[src/rtl/spi_word_pkg.sv]
package spi_word_pkg;
    localparam int DATA_W = 16;
    localparam int BYTE_W = 8;

    localparam logic [1:0] A_STAT = 2'd0;
    localparam logic [1:0] A_CFG  = 2'd1;
    localparam logic [1:0] A_DLO  = 2'd2;
    localparam logic [1:0] A_DHI  = 2'd3;

    typedef enum logic [1:0] {
        E_IDLE,
        E_LOW,
        E_HIGH,
        E_DONE
    } eng_state_t;
endpackage

[src/rtl/spi_shift_engine.sv]
module spi_shift_engine
    import spi_word_pkg::*;
#(
    parameter int CLK_HALF = 2
) (
    input  logic              clk,
    input  logic              rst_n,
    input  logic              start,
    input  logic              wide,
    input  logic [DATA_W-1:0] tx_word,
    input  logic              miso,
    output logic              busy,
    output logic              done,
    output logic [DATA_W-1:0] rx_word,
    output logic              sclk,
    output logic              mosi,
    output logic              ss_n
);
    localparam int CNT_W = $clog2(CLK_HALF + 1);
    localparam int BIT_W = $clog2(DATA_W + 1);

    eng_state_t        state, nxt;
    logic [CNT_W-1:0]  cnt;
    logic [BIT_W-1:0]  bits_left;
    logic [DATA_W-1:0] tx_sh, rx_sh;
    logic              wide_q;
    logic              tick_end, last_bit;

    assign tick_end = (cnt == CNT_W'(CLK_HALF - 1));
    assign last_bit = (bits_left == BIT_W'(1));

    always_comb begin
        nxt = state;
        unique case (state)
            E_IDLE: if (start) nxt = E_LOW;
            E_LOW:  if (tick_end) nxt = E_HIGH;
            E_HIGH: if (tick_end) nxt = last_bit ? E_DONE : E_LOW;
            E_DONE: nxt = E_IDLE;
        endcase
    end

    always_ff @(posedge clk or negedge rst_n) begin
        if (!rst_n) state <= E_IDLE;
        else        state <= nxt;
    end

    always_ff @(posedge clk or negedge rst_n) begin
        if (!rst_n) begin
            cnt       <= '0;
            bits_left <= '0;
            tx_sh     <= '0;
            rx_sh     <= '0;
            wide_q    <= 1'b0;
        end else begin
            cnt <= (state != nxt || state == E_IDLE) ? '0 : cnt + 1'b1;
            if (state == E_IDLE && start) begin
                tx_sh     <= wide ? tx_word : {tx_word[BYTE_W-1:0], {BYTE_W{1'b0}}};
                rx_sh     <= '0;
                bits_left <= wide ? BIT_W'(DATA_W) : BIT_W'(BYTE_W);
                wide_q    <= wide;
            end
            if (state == E_LOW && tick_end)
                rx_sh <= {rx_sh[DATA_W-2:0], miso};
            if (state == E_HIGH && tick_end && !last_bit) begin
                tx_sh     <= {tx_sh[DATA_W-2:0], 1'b0};
                bits_left <= bits_left - 1'b1;
            end
        end
    end

    always_comb begin
        busy    = (state != E_IDLE);
        done    = (state == E_DONE);
        sclk    = (state == E_HIGH);
        ss_n    = (state == E_IDLE);
        mosi    = (state != E_IDLE) && tx_sh[DATA_W-1];
        rx_word = wide_q ? rx_sh : {{BYTE_W{1'b0}}, rx_sh[BYTE_W-1:0]};
    end
endmodule

[src/rtl/spi_tx_pair.sv]
module spi_tx_pair
    import spi_word_pkg::*;
(
    input  logic              clk,
    input  logic              rst_n,
    input  logic              clr,
    input  logic              wr_lo,
    input  logic              wr_hi,
    input  logic [BYTE_W-1:0] wdata,
    output logic              pair_done,
    output logic [DATA_W-1:0] pair_word
);
    logic [BYTE_W-1:0] lo_q, hi_q;
    logic              got_lo, got_hi;

    assign pair_done = (wr_lo && got_hi) || (wr_hi && got_lo);
    assign pair_word = {wr_hi ? wdata : hi_q, wr_lo ? wdata : lo_q};

    always_ff @(posedge clk or negedge rst_n) begin
        if (!rst_n) begin
            lo_q   <= '0;
            hi_q   <= '0;
            got_lo <= 1'b0;
            got_hi <= 1'b0;
        end else if (clr || pair_done) begin
            got_lo <= 1'b0;
            got_hi <= 1'b0;
        end else begin
            if (wr_lo) begin lo_q <= wdata; got_lo <= 1'b1; end
            if (wr_hi) begin hi_q <= wdata; got_hi <= 1'b1; end
        end
    end
endmodule

[src/rtl/spi_word_port.sv]
module spi_word_port
    import spi_word_pkg::*;
#(
    parameter int CLK_HALF = 2
) (
    input  logic       clk,
    input  logic       rst_n,
    input  logic [1:0] bus_addr,
    input  logic       bus_rd,
    input  logic       bus_wr,
    input  logic [7:0] bus_wdata,
    output logic [7:0] bus_rdata,
    output logic       spi_sclk,
    output logic       spi_mosi,
    input  logic       spi_miso,
    output logic       spi_ss_n
);
    logic              wide, armed;
    logic              tx_full, rx_full, ovr, ovr_seen;
    logic [DATA_W-1:0] tx_buf, rx_buf, hold_word, load_word;
    logic              hold, pend_hi;
    logic              eng_busy, eng_done, start;
    logic [DATA_W-1:0] eng_rx, pair_word;
    logic              pair_done, wr_ok, load8, load_tx;
    logic              stat_rd, data_rd, consumed;
    logic [7:0]        rd_val;

    assign stat_rd  = bus_rd && bus_addr == A_STAT;
    assign wr_ok    = bus_wr && armed;
    assign load8    = wr_ok && !wide && bus_addr == A_DLO;
    assign load_tx  = load8 || pair_done;
    assign load_word = wide ? pair_word : {8'h00, bus_wdata};
    assign start    = tx_full && !eng_busy;
    assign data_rd  = bus_rd && (bus_addr == A_DLO || (bus_addr == A_DHI && wide));
    assign consumed = wide ? (data_rd && hold && ((bus_addr == A_DHI) == pend_hi))
                           : (bus_rd && bus_addr == A_DLO);

    spi_tx_pair u_pair (
        .clk       (clk),
        .rst_n     (rst_n),
        .clr       (bus_wr && bus_addr == A_CFG),
        .wr_lo     (wr_ok && wide && bus_addr == A_DLO),
        .wr_hi     (wr_ok && wide && bus_addr == A_DHI),
        .wdata     (bus_wdata),
        .pair_done (pair_done),
        .pair_word (pair_word)
    );

    spi_shift_engine #(.CLK_HALF(CLK_HALF)) u_eng (
        .clk     (clk),
        .rst_n   (rst_n),
        .start   (start),
        .wide    (wide),
        .tx_word (tx_buf),
        .miso    (spi_miso),
        .busy    (eng_busy),
        .done    (eng_done),
        .rx_word (eng_rx),
        .sclk    (spi_sclk),
        .mosi    (spi_mosi),
        .ss_n    (spi_ss_n)
    );

    always_comb begin
        unique case (bus_addr)
            A_STAT: rd_val = {5'b0, ovr, rx_full, !tx_full};
            A_CFG:  rd_val = {7'b0, wide};
            A_DLO:  rd_val = (wide && hold) ? hold_word[7:0] : rx_buf[7:0];
            A_DHI:  rd_val = !wide ? 8'h00 : (hold ? hold_word[15:8] : rx_buf[15:8]);
        endcase
    end

    always_ff @(posedge clk or negedge rst_n) begin
        if (!rst_n) begin
            bus_rdata <= '0;
            wide      <= 1'b0;
            armed     <= 1'b0;
            tx_full   <= 1'b0;
            tx_buf    <= '0;
            rx_full   <= 1'b0;
            rx_buf    <= '0;
            ovr       <= 1'b0;
            ovr_seen  <= 1'b0;
            hold      <= 1'b0;
            hold_word <= '0;
            pend_hi   <= 1'b0;
        end else begin
            if (bus_rd) bus_rdata <= rd_val;
            if (bus_wr && bus_addr == A_CFG) wide <= bus_wdata[0];

            if (stat_rd)      armed <= !tx_full;
            else if (load_tx) armed <= 1'b0;

            if (load_tx) begin
                tx_buf  <= load_word;
                tx_full <= 1'b1;
            end else if (start) begin
                tx_full <= 1'b0;
            end

            if (wide && data_rd) begin
                if (!hold) begin
                    hold      <= 1'b1;
                    hold_word <= rx_buf;
                    pend_hi   <= (bus_addr == A_DLO);
                end else if (consumed) begin
                    hold <= 1'b0;
                end
            end

            if (eng_done && (!rx_full || consumed)) begin
                rx_buf  <= eng_rx;
                rx_full <= 1'b1;
            end else if (consumed) begin
                rx_full <= 1'b0;
            end

            if (stat_rd) ovr_seen <= ovr;
            if (eng_done && rx_full && !consumed) begin
                ovr <= 1'b1;
            end else if (data_rd && ovr_seen) begin
                ovr      <= 1'b0;
                ovr_seen <= 1'b0;
            end
        end
    end
endmodule

[config.mk]
export PLATFORM = sky130hd
export DESIGN_NAME = spi_word_port
export DESIGN_NICKNAME = d
export VERILOG_FILES = /design/src/rtl/spi_word_pkg.sv /design/src/rtl/spi_shift_engine.sv /design/src/rtl/spi_tx_pair.sv /design/src/rtl/spi_word_port.sv
export SDC_FILE = /design/constraint.sdc
export NUM_CORES = 1
export LEC_CHECK = 0
export CORE_MARGIN = 3
export CORE_UTILIZATION = 49
export CTS_CLUSTER_SIZE = 30
export DETAILED_ROUTE_END_ITERATION = 8
export PLACE_DENSITY = 0.65
export SYNTH_ARGS = -nofsm -noshare
export SYNTH_HDL_FRONTEND = slang
export SYNTH_SLANG_ARGS = --single-unit
[constraint.sdc]
create_clock -name clk -period 2.6 [get_ports clk]
set_clock_uncertainty 0.1 [all_clocks]
set_input_delay 0.52 -clock clk [delete_from_list [all_inputs] [get_ports clk]]
set_output_delay 0.52 -clock clk [all_outputs]
set_load 0.01 [all_outputs]
==> results.cfg <==
[critical_path]
start_kind = register
cpPeakStageDelay_ns = 0.61
endpoint_kind = primary output
cp.required_ns = 1.98
setup.worst_path.class = register to primary output
reg2reg_to = u_eng.tx_sh[13]$_DFFE_PN0P_
path_cells = nor2b_1, clkdlybuf4s50_1
r2r_slack_ns = 0.31
critPathBufInv = 1
timing.critical_path.arrival_ns = 1.84
critPathSlowestCell = clkdlybuf4s50_1
worstRegToRegCells = 7
crit_family = buffers and inverters
worstPathMaxFanout = 5
r2r_start = u_eng.bits_left[1]$_DFFE_PN0P_

[global_routing]
use_met3 = 0.05815
grt_pass1_vias = 3610
grt_pass1_wl_microns = 19180
grt_use_total = 0.1944
grt.busiest_layer = met1
grt_util_met1 = 0.2955
antenna_found_initial = 0
met2_usage = 0.2598
overflow = 0
grt_max_degree = 45

[min_path]
hold_depth = 1
holdPathEnd = u_eng.cnt[0]$_DFF_PN0_
hp-start = u_eng.cnt[0]$_DFF_PN0_
hp-class = register to register

[yosys]
synth_seq_cells = 124
synth-main-ff-cell = dfrtp_1
synth_area_leaders = dfrtp_1, mux2_2, mux2i_1
synth_area_sq_mm = 0.005469
synth_nets = 475
synth_common_cells = dfrtp_1, nand2_1, mux2_2, mux2i_1, o21ai_0
ys_types = 49
synth_edf_count = 0
ys_warn_count = 0
syn_inst = 457
async_flop_share = 1.000
yosysMostFrequentCell = dfrtp_1
avgSynthCellArea_sq_um = 11.97
yosysSeqAreaShare = 0.5674
yosys.area.top_type = dfrtp_1
synth_top_cell_area_share = 0.5674

[run]
cap_violations = 0

[sta]
slew_violations = 0
hold_slack_ns = 0.3373
period_minus_slack_ns = 2.463
fin_crit_sh = 0.9475
hold_violations = 0
fin_setup_tns_ns = 0
tightest_slew_ns = 1.154
finalSetupViolations = 0
max_freq_mhz = 405.9
relSlewSlack = 0.2278
rsz0062_at_grt = false

[cts]
clkSinkCount = 124
cts_tree = built
path_clk_slew_ns = 0.06
cts_resized = 0
numCtsBuffers = 17
cts_buffer_depth = 2
root_buffer = clkbuf_8
h-tree-depth = 4
clock_latency_ns = 0.53

[detailed_routing]
num_vias = 3702
vias_per_cell = 5.722
antenna_left = 0
drc_errors = 0
drtIter0Drc = 227
first_pass_iters = 4
wl_microns = 11220
wl_per_cell_microns = 17.34

[final_layout]
diodes = 0
final_util = 0.6189
design_area_sq_mm = 0.006561
syn_to_final_growth_pct = 19.97
regArea_sq_mm = 0.003103
final_cells = 647
multi_input_area_sq_mm = 0.002210
fin_nets = 517
drive_gt1_frac = 0.2094
fill_cells = 866

[die]
die_area_sq_mm = 0.01246
die_width_microns = 111.6
core-area_sq_mm = 0.01060
std_cell_rows = 37
pin_count = 26
start_util = 0.5159
die_h_microns = 111.6

[place]
dpl.cell_count = 615
routabilityCongestion = 0.7714
io_buffers = 25
dp.final_hpwl_microns = 7615
place_area_sq_mm = 0.005966

[pwr]
power_density_mw_per_mm2 = 1054
ir_drop_mv = 0.7017
power.static_leakage_nw = 3.085

[outcome]
status = completed
[state kept, by name (all words and copies together) (netlist names), 2 cells and up]
register         count
bus_rdata            8
tx_buf              16
u_pair.hi_q          8
u_eng.bits_left      5
u_eng.tx_sh         16
u_pair.lo_q          8
hold_word           16
u_eng.rx_sh         16
rx_buf              16
u_eng.cnt            2
u_eng.state          2
[power by group]
part	total (mW)	switching, mW	internal (mW)	leakage (nW)
sequential	3.00	0.451	2.55	1.64
combinational	1.61	0.801	0.810	1.15
clock	2.30	0.796	1.50	0.296
total	6.91	2.05	4.87	3.09
[worst reg2reg max path: stages (launching register included)]
cell and delay [ns]:
dfrtp_1 0.39, inv_1 0.08, ha_1 0.15, or4b_4 0.47
and3_1 0.39, buf_4 0.27, a22oi_1 0.18, o21ai_0 0.11
[cell families (layout without fill, tap and decap cells)]
family	Yosys count	in the layout	share of synthesized area
compound gates	108	108	0.1434
xor+xnor	1	1	0.001602
fa+ha+maj	3	3	0.006864
buf+inv	35	89	0.02860
flops	124	124	0.5674
mux	85	85	0.1661
simple gates	101	101	0.08602
[layer usage]
layer | vias up | wire (microns)
met5 | - | 0
met4 | 0 | 184
met3 | 15 | 569
met2 | 76 | 4783
met1 | 1858 | 5681
li1 | 1753 | -
[stage by stage]
| step | total power, mW | setup WS, ns |
|---|---|---|
| after detailed placement | 4.634 | 0.08322 |
| after CTS | 6.977 | 0.1091 |
| after global routing | 7.333 | 0.04695 |
| after floorplan | 4.053 | 0.5736 |
| final | 6.915 | 0.1366 |
| after global placement | 4.556 | 0.1184 |
[worst max path at each step]
stage / from / endpoint / slack (ns) / cells after the start
after floorplan: u_eng.bits_left[1]$_DFFE_PN0P_ / u_eng.bits_left[3]$_DFFE_PN0P_ / 0.57 / 7
after global placement: bus_addr[0] / rx_buf[4]$_DFFE_PN0P_ / 0.12 / 6
after detailed placement: bus_addr[0] / rx_buf[6]$_DFFE_PN0P_ / 0.08 / 6
after CTS: u_eng.state[0]$_DFF_PN0_ / spi_sclk / 0.11 / 2
after global routing: u_eng.state[0]$_DFF_PN0_ / spi_sclk / 0.05 / 2
final: u_eng.state[0]$_DFF_PN0_ / spi_sclk / 0.14 / 2
[layout make-up]
class,instances,share of cell area
clock buffers,24,0.07628
flip-flops and latches,124,0.4729
repair buffers,50,0.07056
inverters,8,0.004577
multi-input cells,298,0.3368
well taps,136,0.02593
clock inverters,7,0.01297
[layout by cell type (no fill, tap or decap), drive strengths merged, types with 2 or more instances in the layout]
master         count
dfrtp            124
nand2             54
mux2              43
mux2i             42
o21ai             32
buf               25
a22o              24
clkdlybuf4s50     24
clkbuf            24
nor2              13
nand3              9
a22oi              9
inv                8
a21oi              8
nor3               8
a32oi              7
o221ai             5
o21a               5
clkinv             5
nor2b              4
nor3b              4
a21o               3
ha                 3
a211oi             2
nand2b             2
o221a              2
o31ai              2
bufinv             2
and2               2
[repair_timing]
| action | in CTS | in global routing |
|---|---|---|
| setup buffers | 0 | 0 |
| hold buffers | 1 | 0 |
| endpoints found under the hold margin | 41 | 0 |
Power figures use the tool's default switching activity.
